===== src/rtl/mchf_pkg.sv =====
package mchf_pkg;
  localparam int CRC_W = 32;
  typedef logic [CRC_W-1:0] crc_t;
  localparam crc_t CRC_PRESET = '1;
  localparam crc_t CRC32_POLY = 32'h04C1_1DB7;
endpackage


===== src/rtl/mchf_crc_byte.sv =====
module mchf_crc_byte
  import mchf_pkg::*;
#(
  parameter crc_t POLY = CRC32_POLY,
  parameter int   DW   = 8
) (
  input  crc_t          crc_in,
  input  logic [DW-1:0] data_in,
  output crc_t          crc_out
);
  // one shift stage per data bit, bit 0 first
  logic [DW:0][CRC_W-1:0] chain;
  assign chain[0] = crc_in;

  for (genvar g = 0; g < DW; g++) begin : g_bit
    logic fb;
    assign fb = chain[g][CRC_W-1] ^ data_in[g];
    assign chain[g+1] = {chain[g][CRC_W-2:0], 1'b0} ^ (fb ? POLY : '0);
  end

  assign crc_out = chain[DW];
endmodule


===== src/rtl/mchf_addr_seq.sv =====
module mchf_addr_seq
  import mchf_pkg::*;
#(
  parameter int   ADDR_BYTES = 6,
  parameter int   HASH_W     = 6,
  parameter crc_t POLY       = CRC32_POLY
) (
  input  logic              clk,
  input  logic              rst,
  input  logic              in_valid,
  input  logic              in_first,
  input  logic [7:0]        in_data,
  output logic [HASH_W-1:0] hash_nx,
  output logic              done,
  output logic              grp
);
  localparam int CNT_W = $clog2(ADDR_BYTES + 1);
  localparam logic [CNT_W-1:0] CNT_FULL = CNT_W'(ADDR_BYTES);
  localparam logic [CNT_W-1:0] CNT_LAST = CNT_W'(ADDR_BYTES - 1);

  logic [CNT_W-1:0] cnt_q;  // equals CNT_FULL when idle
  crc_t crc_q, crc_base, crc_nx;
  logic grp_q, take;

  assign take     = in_valid && (in_first || (cnt_q < CNT_FULL));
  assign crc_base = in_first ? CRC_PRESET : crc_q;

  mchf_crc_byte #(.POLY(POLY), .DW(8)) crc_i (
    .crc_in (crc_base),
    .data_in(in_data),
    .crc_out(crc_nx)
  );

  assign hash_nx = crc_nx[CRC_W-1 -: HASH_W];
  assign grp     = in_first ? in_data[0] : grp_q;
  assign done    = take && (in_first ? (ADDR_BYTES == 1) : (cnt_q == CNT_LAST));

  always_ff @(posedge clk) begin
    if (rst) begin
      cnt_q <= CNT_FULL;
      crc_q <= CRC_PRESET;
      grp_q <= 1'b0;
    end else if (take) begin
      crc_q <= crc_nx;
      cnt_q <= in_first ? CNT_W'(1) : cnt_q + CNT_W'(1);
      if (in_first) grp_q <= in_data[0];
    end
  end

  assert_cnt_bound_R7: assert property (@(posedge clk) disable iff (rst)
    cnt_q <= CNT_FULL);
endmodule


===== src/rtl/mchf_mtable.sv =====
module mchf_mtable #(
  parameter int ROW_W     = 8,
  parameter int ROW_SEL_W = 3
) (
  input  logic                 clk,
  input  logic                 we,
  input  logic [ROW_SEL_W-1:0] waddr,
  input  logic [ROW_W-1:0]     wdata,
  input  logic [ROW_SEL_W-1:0] raddr,
  output logic [ROW_W-1:0]     rdata
);
  localparam int NROWS = 1 << ROW_SEL_W;

  logic [ROW_W-1:0] mem [NROWS];

  // registered read, old data on a same-edge write
  always_ff @(posedge clk) begin
    if (we) mem[waddr] <= wdata;
    rdata <= mem[raddr];
  end
endmodule


===== src/rtl/mcast_hash_filter.sv =====
module mcast_hash_filter
  import mchf_pkg::*;
#(
  parameter int   ADDR_BYTES = 6,
  parameter int   HASH_W     = 6,
  parameter int   ROW_W      = 8,
  parameter crc_t POLY       = CRC32_POLY,
  localparam int  BIT_SEL_W  = $clog2(ROW_W),
  localparam int  ROW_SEL_W  = HASH_W - BIT_SEL_W
) (
  input  logic                 clk,
  input  logic                 rst,
  input  logic                 in_valid,
  input  logic                 in_first,
  input  logic [7:0]           in_data,
  input  logic                 tbl_we,
  input  logic [ROW_SEL_W-1:0] tbl_addr,
  input  logic [ROW_W-1:0]     tbl_wdata,
  output logic [HASH_W-1:0]    hash_value,
  output logic                 hash_valid,
  output logic                 filt_pass
);
  logic [HASH_W-1:0] hash_nx, s1_hash;
  logic              done, grp, s1_v, s1_grp;
  logic [ROW_W-1:0]  row_q;

  mchf_addr_seq #(.ADDR_BYTES(ADDR_BYTES), .HASH_W(HASH_W), .POLY(POLY)) seq_i (
    .clk(clk), .rst(rst), .in_valid(in_valid), .in_first(in_first),
    .in_data(in_data), .hash_nx(hash_nx), .done(done), .grp(grp)
  );

  mchf_mtable #(.ROW_W(ROW_W), .ROW_SEL_W(ROW_SEL_W)) tbl_i (
    .clk(clk), .we(tbl_we), .waddr(tbl_addr), .wdata(tbl_wdata),
    .raddr(hash_nx[HASH_W-1 -: ROW_SEL_W]), .rdata(row_q)
  );

  // stage 1: capture hash while the table row is read
  always_ff @(posedge clk) begin
    if (rst) begin
      s1_v    <= 1'b0;
      s1_hash <= '0;
      s1_grp  <= 1'b0;
    end else begin
      s1_v <= done;
      if (done) begin
        s1_hash <= hash_nx;
        s1_grp  <= grp;
      end
    end
  end

  // stage 2: bit select and registered outputs
  always_ff @(posedge clk) begin
    if (rst) begin
      hash_valid <= 1'b0;
      hash_value <= '0;
      filt_pass  <= 1'b0;
    end else begin
      hash_valid <= s1_v;
      if (s1_v) begin
        hash_value <= s1_hash;
        filt_pass  <= s1_grp & row_q[s1_hash[BIT_SEL_W-1:0]];
      end
    end
  end

  assert_valid_pulse_R3: assert property (@(posedge clk) disable iff (rst)
    hash_valid |=> !hash_valid);

  assert_valid_after_done_R3: assert property (@(posedge clk) disable iff (rst)
    hash_valid |-> $past(done, 2));

  assert_outputs_hold_R9: assert property (@(posedge clk) disable iff (rst)
    !hash_valid |-> ($stable(hash_value) && $stable(filt_pass)));

  assert_pass_group_R6: assert property (@(posedge clk) disable iff (rst)
    (hash_valid && filt_pass) |-> $past(s1_grp));
endmodule


===== config.mk =====
export PLATFORM = sky130hd
export DESIGN_NAME = mcast_hash_filter
export DESIGN_NICKNAME = d
export VERILOG_FILES = /design/src/rtl/mchf_pkg.sv /design/src/rtl/mchf_crc_byte.sv /design/src/rtl/mchf_addr_seq.sv /design/src/rtl/mchf_mtable.sv /design/src/rtl/mcast_hash_filter.sv
export SDC_FILE = /design/constraint.sdc
export NUM_CORES = 1
export LEC_CHECK = 0
export ABC_AREA = 1
export ABC_CLOCK_PERIOD_IN_PS = 3120
export BUFFER_PORTS_ARGS = -buffer_cell sky130_fd_sc_hd__clkbuf_2
export CORE_MARGIN = 2
export CORE_UTILIZATION = 34
export CTS_CLUSTER_DIAMETER = 80
export DETAILED_ROUTE_END_ITERATION = 8
export GPL_TIMING_DRIVEN = 0
export SYNTH_ARGS = -nofsm -noshare
export SYNTH_HDL_FRONTEND = slang
export SYNTH_HIERARCHICAL = 1
export SYNTH_SLANG_ARGS = --single-unit

===== constraint.sdc =====
create_clock -name clk -period 3.12 [get_ports clk]
set_input_delay 0.624 -clock clk [delete_from_list [all_inputs] [get_ports clk]]
set_output_delay 0.624 -clock clk [all_outputs]
set_load 0.01 [all_outputs]

Yosys cells after proc, flatten, opt, wreduce, memory -nomap -nowiden
Memories as Yosys holds them, arrays and structs flattened. A register that Yosys moved wholly into a read port is not among the register bits.
Index checks and enable logic that the tools add are counted.
{ "totals": {"reg_bits": 52, "latch_bits": 0, "mem_bits_rw": 64, "rom_bits": 0, "input_bits": 24, "out_inout_bits": 8, "n_memories": 1} }
{ "mem_list": {"columns": ["name", "words", "word_bits", "read_ports", "rd_clocked_by_memory_dff", "write_ports", "line_no", "rtl"], "rows": [
  ["tbl_i.mem", 8, 8, 1, 1, 1, "mchf_mtable.sv:14", "logic [ROW_W-1:0] mem [NROWS];"]
]} }
{ "op_classes": {"n_addsub": 1, "n_mul": 0, "div": 0, "magnitude_cmp": 2, "eq_ne": 1, "n_shift": 0, "n_mux": 16, "n_bitwise": 17, "reduce_logical": 3} }
{ "op_table": {"columns": ["op", "count"], "rows": [
  ["$xor 32x27->32", 8],
  ["$mux 27", 8],
  ["$mux 32", 1],
  ["$xor 1x1->1", 8],
  ["$mux 1", 5],
  ["$lt 3x4->1 const B", 1],
  ["$add 3x1->3 const B", 1],
  ["$bmux 1 s3", 1],
  ["$eq 3x3->1 const B", 1],
  ["$lt 3x3->1 const B", 1],
  ["$mux 3", 1],
  ["$logic_and 1x1->1", 2],
  ["$and 1x1->1", 1],
  ["$logic_or 1x1->1", 1]
]} }

Longest topological paths before layout
Gate-level depths: netlist (run 1).
{ "depth": {"ltp_word": 25, "ltp_mapped": 15} }

Modules after synthesis
Netlist (run 1), hierarchy kept.
{ "modules_own_cells": {"columns": ["module", "instances", "cells_each", "area_per_inst_um2"], "rows": [
  ["mchf_mtable", 1, 303, 3050.4],
  ["mchf_addr_seq", 1, 214, 1632.8],
  ["mchf_crc_byte", 1, 239, 1285.0],
  ["mcast_hash_filter", 1, 81, 628.1]
]} }

Least setup slack after synthesis (run 1)
OpenSTA, ideal clock, no wires.
{ "synth_timing": {"path_kind": "input port to flip-flop", "start": "input in_first", "end": "register tbl_i.rdata[5], read port of tbl_i.mem", "setup_ns": 0.112, "t_arrival_ns": 2.270, "t_required_ns": 3.008, "slack_ns": 0.738, "path_stages": 14, "path_cell_list": "clkbuf_1 > or2_2 > inv_1 > nand2_1 > nand2_2 > xor2_1 > xor2_1 > buf_6 > buf_4 > nand2_1 > nand3_1 > nand2_1 > nand2_1 > nand2_1"} }
{ "synth_between": {"elab_chain_len": 11, "word_cells_on_any_way": 19} }
{ "synth_lines": {"columns": ["element", "line_no", "rtl"], "rows": [
  ["start: declaration", "mcast_hash_filter.sv:14", "input logic in_first,"],
  ["$mux 32", "mchf_addr_seq.sv:26", "assign crc_base = in_first ? CRC_PRESET : crc_q;"],
  ["net seq_i.crc_base[27]", "mchf_addr_seq.sv:22", "crc_t crc_q, crc_base, crc_nx;"],
  ["$xor 32x27->32 (4 in a row)", "mchf_crc_byte.sv:18", "assign chain[g+1] = {chain[g][CRC_W-2:0], 1'b0} ^ (fb ? POLY : '0);"],
  ["$xor 1x1->1", "mchf_crc_byte.sv:17", "assign fb = chain[g][CRC_W-1] ^ data_in[g];"],
  ["$mux 27", "mchf_crc_byte.sv:18", null],
  ["$xor 32x27->32 (4 in a row)", "mchf_crc_byte.sv:18", null],
  ["net hash_nx[3]", "mcast_hash_filter.sv:23", "logic [HASH_W-1:0] hash_nx, s1_hash;"],
  ["end: declaration", "mchf_mtable.sv:10", "output logic [ROW_W-1:0] rdata"]
]} }
The timed path passes the listed nets, and every way through them passes these cells.
A chain may end at the register's enable or synchronous reset.

Worst setup path in the final report (run 1)
{ "layout_timing": {"start": "input in_first", "end": "register tbl_i.rdata[3], read port of tbl_i.mem"} }
{ "layout_between": {"elab_chain_len": 11, "word_cells_on_any_way": 19} }
{ "layout_lines": {"columns": ["element", "line_no"], "rows": [
  ["$mux 32", "mchf_addr_seq.sv:26"],
  ["net seq_i.crc_base[31]", "mchf_addr_seq.sv:22"],
  ["$xor 1x1->1", "mchf_crc_byte.sv:17"],
  ["$mux 27", "mchf_crc_byte.sv:18"],
  ["$xor 32x27->32 (8 in a row)", "mchf_crc_byte.sv:18"],
  ["net hash_nx[3]", "mcast_hash_filter.sv:23"]
]} }
The timed path passes the listed nets, and every way through them passes these cells.

==> results of run 1 <==
==> placed cells by master (no fill, tap or decap), drive strengths merged, types with 5 or more instances in the layout <==
| master | count |
|---|---|
| xnor2 | 11 |
| clkbuf | 57 |
| a21oi | 9 |
| xor2 | 29 |
| nand2 | 319 |
| edfxtp | 64 |
| a211oi | 6 |
| inv | 123 |
| or2 | 34 |
| nand3 | 126 |
| buf | 23 |
| dfxtp | 60 |
| clkinv | 5 |
| nor2 | 22 |
==> through the flow <==
step,area [um2],TNS (ns)
after floorplan,6600,0
after global placement,7070,-1.57
after detailed placement,7070,-1.41
after CTS,7670,0
after global routing,7670,0
final,7670,0
==> what timing repair did <==
action,4_1_cts,5_1_grt
endpoints found under the setup margin,0,3
resized for setup,0,0
hold endpoints to repair,0,0
hold buffers,0,0
==> kinds of logic (layout without fill, tap and decap cells) <==
kind of cell / Yosys count / after routing / share of synthesized area, %
adders and majority gates: 2 / 2 / 0.379
AOI/OAI and AO/OA: 16 / 16 / 1.50
xor gates and xnor gates: 40 / 40 / 5.82
buffers and inverters: 154 / 215 / 10.5
and+or+nand+nor: 501 / 501 / 34.5
DFF: 124 / 124 / 47.3
==> layer usage <==
metal / GRT usage (%) / vias up
met5: 0 / -
met1: 21.6 / 2339
met4: 7.07 / 0
met3: 3.29 / 16
met2: 25.5 / 107
li1: - / 2708
==> area by class of cell <==
| type | instances | area [um2] | share of cell area (%) |
|---|---|---|---|
| clock inverters | 13 | 168 | 2.19 |
| well taps | 260 | 325 | 4.24 |
| repair buffers | 30 | 150 | 1.96 |
| plain buffers | 31 | 220 | 2.87 |
| multi-input cells | 559 | 2780 | 36.3 |
| clock buffers | 19 | 433 | 5.65 |
| flip-flops and latches | 124 | 3120 | 40.7 |
| inverters | 122 | 465 | 6.07 |
==> registers in the layout, indices dropped and copies added (netlist names), 3 cells and up <==
register,count
hash_value,6
s1_hash,6
seq_i/cnt_q,3
seq_i/crc_q,32
tbl_i/mem,64
tbl_i/rdata,8
==> final timing paths <==
| path | cells past startpoint | endpoint | slack [ns] | from |
|---|---|---|---|---|
| worst max-delay path | 13 | tbl_i/rdata[3] | 0.50 | in_first |
| worst min-delay path | 2 | seq_i/crc_q[24] | 0.45 | seq_i/crc_q[24] |
| worst max register to register | 12 | tbl_i/rdata[3] | 0.69 | seq_i/crc_q[31] |
| worst min register to register | 2 | seq_i/crc_q[24] | 0.45 | seq_i/crc_q[24] |
==> worst min-delay path, stage by stage (launching register included) <==
cell	delay [ns]
dfxtp_1	0.32
nand2_1	0.05
nand3_1	0.05
==> power breakdown <==
part	switching, mW	internal, mW
logic	0.787	0.436
registers	0.0472	1.85
clock network	0.741	1.26
total	1.57	3.54
==> parameters.txt, run 1 <==
Parameter                              Value

Clocking
  Total CTS buffers ... 17
  Clock transition at path regs ... 0.06 ns
  Number of post-CTS setup repair buffers ... 0
  Clk Latency, worst-skew pair ... 0.42 ns
  CTS tree ... built
  Maximum buffer depth of the clock tree ... 2
  Clock Tree Root ... clkbuf_16
  Number of H-tree levels ... 4
  Num Clock Sinks ... 124

Route
  Detail Route met3 WL ... 708 um
  Highest layer used for signal routing ... met4
  Detailed-route via count ... 5170
  DRC errors left ... 0
  DRT Wirelength ... 15.3 mm
  Met1 Routed Length ... 7.35 mm
  Pre-Repair DR Iteration Count ... 4
  Post-route antenna net violation count ... 0
  Average detailed-routed wire length per instance ... 13.3 um
  Number of vias per cell after detailed routing ... 4.46
  Met2 wire len ... 7.07 mm
  Iteration-0 DRC Markers ... 314

Synthesis
  Sequential fraction of the synthesis area ... 47.3%
  Cell with the most instances after synthesis ... nand2_1
  Syn Nets ... 863
  Count of flip-flops with a built-in enable after synthesis ... 64
  Number of instances in the synthesized netlist ... 837
  Top cell type's share of synthesized area ... 29.1%
  Dominant cell type by area after synthesis ... edfxtp_1
  Post-synth ARST share ... 0%
  Unique masters post-synth ... 28
  Synthesized area divided by synthesized cell count ... 7.88 um2
  Post-synthesis cell area ... 6600 um2
  Number of warnings reported in the yosys synthesis log ... 6
  Top cells by count, synth ... 289 x nand2_1, 121 x nand3_1, 111 x inv_1
  Dominant cells by area after synthesis ... edfxtp_1 29%, dfxtp_1 18%, nand2_1 16%
  Flop and latch count out of synthesis ... 124
  Most used DFF post-synth ... edfxtp_1

Power and ir drop
  Pwr Density ... 667 nW/um2
  Worst supply voltage drop on vdd ... 0.414 mV
  Pwr Total ... 5.12 mW
  Standby leakage power ... 3.67 nW

Global routing
  Pin count of the biggest net entering global routing ... 17
  Number of antenna violations at the first check in global routing ... 0
  Vias in the first global route ... 4843
  First-pass GRT wire length ... 25.1 mm
  GRT overflow ... 0
  Total routing usage reported by global routing ... 16.2%

Setup path
  Highest-delay cell along the critical path ... xor2_1
  Startpoint kind of the worst setup timing path ... primary input
  Most Frequent Cell on Critical Path ... nand2_1
  List of cells traversed by the critical path ... clkbuf_2, or2_2, nand2_1, nand2_4, xnor2_4, xor2_1, buf_6, buf_4, nand2_1, nand3_1, nand2_1, nand2_1, nand2_1
  Type of destination of the critical path ... flop
  Count of buffer and inverter cells on the critical path ... 3
  Worst EP arrival ... 2.92 ns
  Data required time at the worst endpoint ... 3.42 ns
  Largest stage delay on the critical path ... 0.42 ns
  Delay-heaviest family, CP ... simple AND/OR/NAND/NOR gates
  Critical Setup Path Class ... in -> reg
  Largest fanout on the critical path ... 16

Placed design
  Total half-perimeter wirelength after legalization and detailed placement ... 10.6 mm
  Number of instances in the placed design ... 1127
  Routability-driven placement congestion ratio ... 0.832
  Pre-CTS WS ... -0.209 ns
  Quantity of I/O buffers inserted on ports ... 30

Timing
  Relative slew slack ... 33.6%
  Slew Limit Fails ... 0
  Fin. Hold Viols ... 0
  Fin crit period ... 2.62 ns
  Setup-failing EPs final ... 0
  Final hold slack ... 0.447 ns
  Slack of the critical path ... 0.499 ns
  Share of the clock period used by the worst path after layout ... 84.0%
  Max frequency ... 382 MHz
  Unrepaired setup endpoints after global routing ... no
  Worst-Margin Slew ... 0.992 ns
  Post-Route Skew ... 0.00875 ns

Floorplanning
  Number of rows created at floorplan ... 50
  Die height ... 143 um
  Die extent in x ... 143 um
  I/O pin count ... 32
  Initial core utilization ... 34.9%
  DIE AREA ... 20500 um2
  Standard cell core area ... 18900 um2

Finish
  Fill cell count ... 1934
  Net total in the final layout ... 911
  Area growth from synthesis to layout ... 16.3%
  Layout cells sized above 1 ... 18.3%
  Finished Core Util ... 40.6%
  Antenna fix cells ... 0
  Final non-filler cell total ... 1158

Job
  Total of max-cap violations ... 0

Status
  Result of the run ... complete, no violations

Min path
  Path category of the worst min-delay check ... reg -> reg
No activity file was read; power rests on OpenSTA's default activity.
==> run 2: changes to the inputs <==
--- a/config.mk
+++ b/config.mk
@@ -6,7 +6,7 @@
 export NUM_CORES = 1
 export LEC_CHECK = 0
 export ABC_AREA = 1
-export ABC_CLOCK_PERIOD_IN_PS = 3120
+export ABC_CLOCK_PERIOD_IN_PS = 2200
 export BUFFER_PORTS_ARGS = -buffer_cell sky130_fd_sc_hd__clkbuf_2
 export CORE_MARGIN = 2
 export CORE_UTILIZATION = 34
==> constraint.sdc (replaced) <==
create_clock -name clk -period 2.2 [get_ports clk]
set_input_delay 0.44 -clock clk [delete_from_list [all_inputs] [get_ports clk]]
set_output_delay 0.44 -clock clk [all_outputs]
set_load 0.01 [all_outputs]
==> run 2 against run 1 <==
Compared with the run above:
- clock-buffer cell count unchanged
- utilization up 1.3 points
- via count is 2.1% higher
- sequential share of layout area is 1.2 points lower
- sequential power grew 42%
- combinational power grew 55%
- design area is 3.1% higher
- first-iteration DRC count up 5.4%
- wire length rose by 3.3%
- cell count rose by 1.5%
- critical path depth rose by 2
- flip-flop and latch count is the same
- critical path type unchanged
==> parameters.txt, run 2 (synthesis gave the netlist of run 1 again) <==
Parameter                              Value

Setup path
  Number of cells traversed by the worst register-to-register path ... 13
  Startpoint kind of the worst setup timing path ... primary input
  Worst EP arrival ... 2.39 ns
  Highest-delay cell along the critical path ... or2_2
  Most Frequent Cell on Critical Path ... nand2_1
  Delay-heaviest family, CP ... simple AND/OR/NAND/NOR gates
  Count of buffer and inverter cells on the critical path ... 5
  Largest stage delay on the critical path ... 0.29 ns
  Critical Path End ... tbl_i/rdata[2]
  Critical path depth ... 15
  Critical Setup Path Class ... in -> reg
  Reg-to-reg critical path endpoint ... tbl_i/rdata[2]
  Data required time at the worst endpoint ... 2.51 ns
  Largest fanout on the critical path ... 10
  Register-to-Register Setup Slack ... 0.12 ns
  Critical R2R Launch ... seq_i/crc_q[27]
  Type of destination of the critical path ... flop
  List of cells traversed by the critical path ... buf_2, buf_8, or2_2, inv_1, nand2_2, nand2_4, xor2_4, xor2_4, buf_6, buf_6, nand2_1, nand3_1, nand2_1, nand2_1, nand2_2
  Launching element of the worst setup path ... in_first

Power and ir drop
  Worst supply voltage drop on vdd ... 0.588 mV
  Standby leakage power ... 3.77 nW
  Pwr Density ... 937 nW/um2

Global routing
  Pin count of the biggest net entering global routing ... 17
  Total routing usage reported by global routing ... 16.5%
  Vias in the first global route ... 4933
  GRT overflow ... 0
  First-pass GRT wire length ... 25.5 mm
  Number of antenna violations at the first check in global routing ... 0

Finish
  Layout cells sized above 1 ... 21.0%
  Most common library cell in the layout ignoring fill and taps ... nand2_1
  Sequential standard cell area ... 3120 um2
  Area growth from synthesis to layout ... 19.9%
  Net total in the final layout ... 928
  Fill cell count ... 1906
  Number of flip-flops under the largest register name ... 64
  Multi-input gate area ... 2870 um2
  Biggest registers after layout ... tbl_i/mem: 64 flops, seq_i/crc_q: 32 flops, tbl_i/rdata: 8 flops
  Finished Core Util ... 41.9%
  Most flop-heavy register ... tbl_i/mem
  Most frequent cells in the layout ... 284 x nand2_1, 121 x nand3_1, 110 x inv_1
  Antenna fix cells ... 0

Route
  Pre-Repair DR Iteration Count ... 6
  Iteration-0 DRC Markers ... 331
  DRT Wirelength ... 15.8 mm
  Average detailed-routed wire length per instance ... 13.5 um
  DRC errors left ... 0
  Detailed-route via count ... 5281
  Post-route antenna net violation count ... 0
  Number of vias per cell after detailed routing ... 4.49

Timing
  Fin crit period ... 2.09 ns
  Max frequency ... 479 MHz
  Fin. Hold Viols ... 0
  Post-Route Skew ... 0.00793 ns
  Share of the clock period used by the worst path after layout ... 94.8%
  Slew Limit Fails ... 0
  Slack of the critical path ... 0.114 ns
  Relative slew slack ... 34.5%
  Final hold slack ... 0.298 ns
  Worst-Margin Slew ... 0.978 ns
  Setup-failing EPs final ... 0

Clocking
  Maximum buffer depth of the clock tree ... 2
  Clk Latency, worst-skew pair ... 0.42 ns
  CTS tree ... built
  Num Clock Sinks ... 124
  Total CTS buffers ... 17
  Clock transition at path regs ... 0.06 ns
  Number of H-tree levels ... 4
  Clock Tree Root ... clkbuf_16
  Hold Buf Count CTS ... 0

Floorplanning
  Initial core utilization ... 34.9%
  Die height ... 143 um
  DIE AREA ... 20500 um2
  I/O pin count ... 32
  Standard cell core area ... 18900 um2
  Die extent in x ... 143 um
  Number of rows created at floorplan ... 50

Min path
  Instance count along the most critical hold path ... 1
  Path category of the worst min-delay check ... in -> reg

Job
  Total of max-cap violations ... 0

Placed design
  Quantity of I/O buffers inserted on ports ... 30
  Pre-CTS WS ... -0.945 ns
  Routability-driven placement congestion ratio ... 0.832
  Total half-perimeter wirelength after legalization and detailed placement ... 10.6 mm

Status
  Result of the run ... complete, no violations
==> run 2: changes by cell type in the layout (fill, tap and decap cells not counted), sizes merged <==
cell	before	now
clkbuf	57	56
buf	23	41
==> run 2: what timing repair did <==
| item | in CTS | in global routing |
|---|---|---|
| buffers inserted | 7 | 9 |
| gates resized for setup | 13 | 14 |
| setup endpoints to repair | 8 | 8 |
| pin swaps | 5 | 11 |
==> run 2: where the power goes <==
| group | switching [mW] | internal [mW] | total [mW] |
|---|---|---|---|
| clock network | 1.05 | 1.79 | 2.83 |
| logic | 1.17 | 0.721 | 1.89 |
| registers | 0.0668 | 2.62 | 2.69 |
==> run 2: worst register-to-register path, stage by stage (launching register included) <==
cell     delay, ns
dfxtp_1       0.30
or2_2         0.31
inv_1         0.09
nand2_2       0.06
nand2_4       0.10
xor2_4        0.21
xor2_4        0.22
buf_6         0.17
buf_6         0.16
nand2_1       0.06
nand3_1       0.09
nand2_1       0.06
nand2_1       0.07
nand2_2       0.07
==> run 2: per-layer routing <==
metal / global-route usage, % / share of wire [%] / vias up / wire, um
met5: 0 / 0 / - / 0
met4: 7.22 / 1.4 / 0 / 228
met3: 3.32 / 4.1 / 16 / 648
met2: 26.0 / 47 / 123 / 7380
met1: 21.9 / 48 / 2405 / 7590
li1: - / - / 2737 / -
==> run 2: worst min path at each step <==
stage	from	end	slack, ns
floorplan	seq_i/crc_q[0]	seq_i/crc_q[0]	0.42
global placement	seq_i/crc_q[27]	seq_i/crc_q[27]	0.43
detailed placement	seq_i/crc_q[18]	seq_i/crc_q[18]	0.44
CTS	tbl_wdata[0]	tbl_i/mem[0][0]	0.28
global route	tbl_wdata[0]	tbl_i/mem[1][0]	0.30
finish	tbl_wdata[0]	tbl_i/mem[0][0]	0.30
==> run 2: cell type report <==
type	instances	share of cell area, %
inverters	122	5.92
clock buffers	19	5.47
well taps	260	4.11
repair buffers	46	3.42
multi-input cells	559	36.3
clock inverters	13	2.12
flip-flops and latches	124	39.5
plain buffers	32	3.20
==> run 2: through the flow <==
step / cell area (um2) / std cells / setup TNS (ns) / power [mW]
after global placement: 7070 / 1127 / -14.29 / 4.44
after floorplan: 6600 / 837 / 0 / 4.01
final: 7910 / 1175 / 0 / 7.41
after global routing: 7910 / 1175 / -0.0500 / 7.82
after CTS: 7790 / 1166 / 0 / 7.40
after detailed placement: 7070 / 1127 / -14.57 / 4.46
==> run 3: changes to the inputs <==
--- a/config.mk
+++ b/config.mk
@@ -13,6 +13,7 @@
 export CTS_CLUSTER_DIAMETER = 80
 export DETAILED_ROUTE_END_ITERATION = 8
 export GPL_TIMING_DRIVEN = 0
+export RECOVER_POWER = 50
 export SYNTH_ARGS = -nofsm -noshare
 export SYNTH_HDL_FRONTEND = slang
 export SYNTH_HIERARCHICAL = 1
==> run 3 against run 2 <==
Compared with the run above:
- clock power is essentially flat
- critical path type unchanged
- clock skew is essentially flat
- non-clock buffer count is the same
- sequential power is essentially flat
- hold slack gained 0.072 ns
- combinational power is essentially flat
- global-route usage is the same
- highest routed layer unchanged
- wire length grew 0.28%
- clock-buffer cell count is the same
- sequential share of layout area grew 0.13 points
==> parameters.txt, run 3 (synthesis gave the netlist of run 1 again) <==
Parameter                              Value

Power and ir drop
  Worst supply voltage drop on vdd ... 0.591 mV
  Power Internal ... 5.12 mW
  Standby leakage power ... 3.74 nW
  Net switching component of the power ... 2.28 mW
  Clock share of power ... 38.3%
  Sequential group share of total power ... 36.3%
  Pwr Density ... 939 nW/um2
  Combinational cell fraction of total power ... 25.5%
  Switch share ... 30.8%

Min path
  Path category of the worst min-delay check ... in -> reg
  Instance count along the most critical hold path ... 1
  Hold endpoint ... tbl_i/mem[0][0]
  Start point of the worst min-delay path ... tbl_wdata[0]

Timing
  Post-Route Skew ... 0.00825 ns
  Slack of the critical path ... 0.111 ns
  Share of the clock period used by the worst path after layout ... 95.0%
  Worst-Margin Slew ... 0.972 ns
  Fin crit period ... 2.09 ns
  Final hold slack ... 0.370 ns
  Relative slew slack ... 35.0%
  Slew Limit Fails ... 0
  Fin. Hold Viols ... 0
  Max frequency ... 479 MHz
  Setup-failing EPs final ... 0

Route
  Number of vias per cell after detailed routing ... 4.47
  Iteration-0 DRC Markers ... 309
  Post-route antenna net violation count ... 0
  Detailed-route via count ... 5253
  DRT Wirelength ... 15.9 mm
  Average detailed-routed wire length per instance ... 13.5 um
  DRC errors left ... 0
  Pre-Repair DR Iteration Count ... 5

Finish
  Finished Cell Area ... 7880 um2
  Net total in the final layout ... 928
  Biggest registers after layout ... tbl_i/mem: 64 flops, seq_i/crc_q: 32 flops, tbl_i/rdata: 8 flops
  Most common library cell in the layout ignoring fill and taps ... nand2_1
  Most flop-heavy register ... tbl_i/mem
  Final non-filler cell total ... 1175
  Number of flip-flops under the largest register name ... 64
  Antenna fix cells ... 0
  Most frequent cells in the layout ... 284 x nand2_1, 122 x nand3_1, 110 x inv_1
  Finished Core Util ... 41.7%
  Fill cell count ... 1912
  Area growth from synthesis to layout ... 19.5%
  Layout cells sized above 1 ... 19.8%

Setup path
  Register-to-Register Setup Slack ... 0.12 ns
  Largest fanout on the critical path ... 10
  Most Frequent Cell on Critical Path ... nand2_1
  Worst EP arrival ... 2.40 ns
  Largest stage delay on the critical path ... 0.29 ns
  Highest-delay cell along the critical path ... or2_2
  Reg-to-reg critical path endpoint ... tbl_i/rdata[2]
  Startpoint kind of the worst setup timing path ... primary input
  Data required time at the worst endpoint ... 2.51 ns
  Critical Setup Path Class ... in -> reg
  Number of cells traversed by the worst register-to-register path ... 13
  Critical R2R Launch ... seq_i/crc_q[27]
  List of cells traversed by the critical path ... buf_2, buf_8, or2_2, inv_1, nand2_2, nand2_4, xor2_4, xor2_4, buf_6, buf_6, nand2_1, nand3_1, nand2_1, nand2_1, nand2_2
  Type of destination of the critical path ... flop

Floorplanning
  I/O pin count ... 32
  DIE AREA ... 20500 um2
  Die extent in x ... 143 um
  Initial core utilization ... 34.9%
  Number of rows created at floorplan ... 50
  Standard cell core area ... 18900 um2
  Die height ... 143 um

Placed design
  Total half-perimeter wirelength after legalization and detailed placement ... 10.6 mm
  Routability-driven placement congestion ratio ... 0.832
  Instance area at placement ... 7070 um2
  Pre-CTS WS ... -0.945 ns
  Number of instances in the placed design ... 1127
  Quantity of I/O buffers inserted on ports ... 30

Clocking
  Total CTS buffers ... 17
  Number of H-tree levels ... 4
  Num Clock Sinks ... 124
  Maximum buffer depth of the clock tree ... 2
  Clock transition at path regs ... 0.06 ns
  Clk Latency, worst-skew pair ... 0.42 ns
  CTS tree ... built
  Clock Tree Root ... clkbuf_16

Job
  Total of max-cap violations ... 0

Global routing
  GRT overflow ... 0
  Number of antenna violations at the first check in global routing ... 0
  Total routing usage reported by global routing ... 16.5%
  Pin count of the biggest net entering global routing ... 17
  First-pass GRT wire length ... 25.5 mm
  Vias in the first global route ... 4933

Status
  Result of the run ... complete, no violations
run 3: critical path: cells and delay by family:
family / cells / cell delay (ns)
simple gates: 8 / 0.80
xor+xnor: 2 / 0.43
buf+inv: 5 / 0.73
run 3: per-stage QoR:
step	power [mW]	setup TNS (ns)
finish	7.40	0
global placement	4.44	-14.29
detailed placement	4.46	-14.57
global route	7.82	-0.0500
CTS	7.40	0
floorplan	4.01	0
run 3: power groups by stage:
stage | clock, mW | sequential (mW) | combinational, mW
2_1_floorplan | 0 | 2.72 | 1.29
3_3_place_gp | 0 | 2.73 | 1.72
3_5_place_dp | 0 | 2.73 | 1.73
4_1_cts | 2.89 | 2.69 | 1.82
5_1_grt | 3.00 | 2.70 | 2.11
6_report | 2.83 | 2.68 | 1.89
run 3: worst max path at each step:
stage	start	end	slack (ns)
after floorplan	in_first	tbl_i/rdata[5]	0.002
after global placement	in_first	tbl_i/rdata[2]	-0.97
after detailed placement	in_first	tbl_i/rdata[2]	-0.94
after global routing	seq_i/crc_q[27]	tbl_i/rdata[4]	-0.03
final	in_first	tbl_i/rdata[2]	0.11
after CTS	in_first	tbl_i/rdata[2]	0.007
run 3: layout make-up:
class	instances	area [um2]	area share [%]
plain buffers	32	251	3.19
clock buffers	19	433	5.49
clock inverters	13	168	2.13
inverters	122	468	5.94
multi-input cells	559	2860	36.2
flip-flops and latches	124	3120	39.6
well taps	260	325	4.13
repair buffers	46	259	3.29
run 3: routing by layer:
metal	share of wire, %	vias up	wire [um]	track usage [%]
met5	0	-	0	0
met4	1.4	0	221	7.22
met3	3.8	13	598	3.32
met2	47	96	7400	26.0
met1	48	2410	7670	21.9
li1	-	2734	-	-
run 3: repair_timing:
item,CTS,global route
setup endpoints to repair,8,8
setup buffers,7,9
pin swaps,5,11
hold buffers,0,0
gates resized for setup,13,14
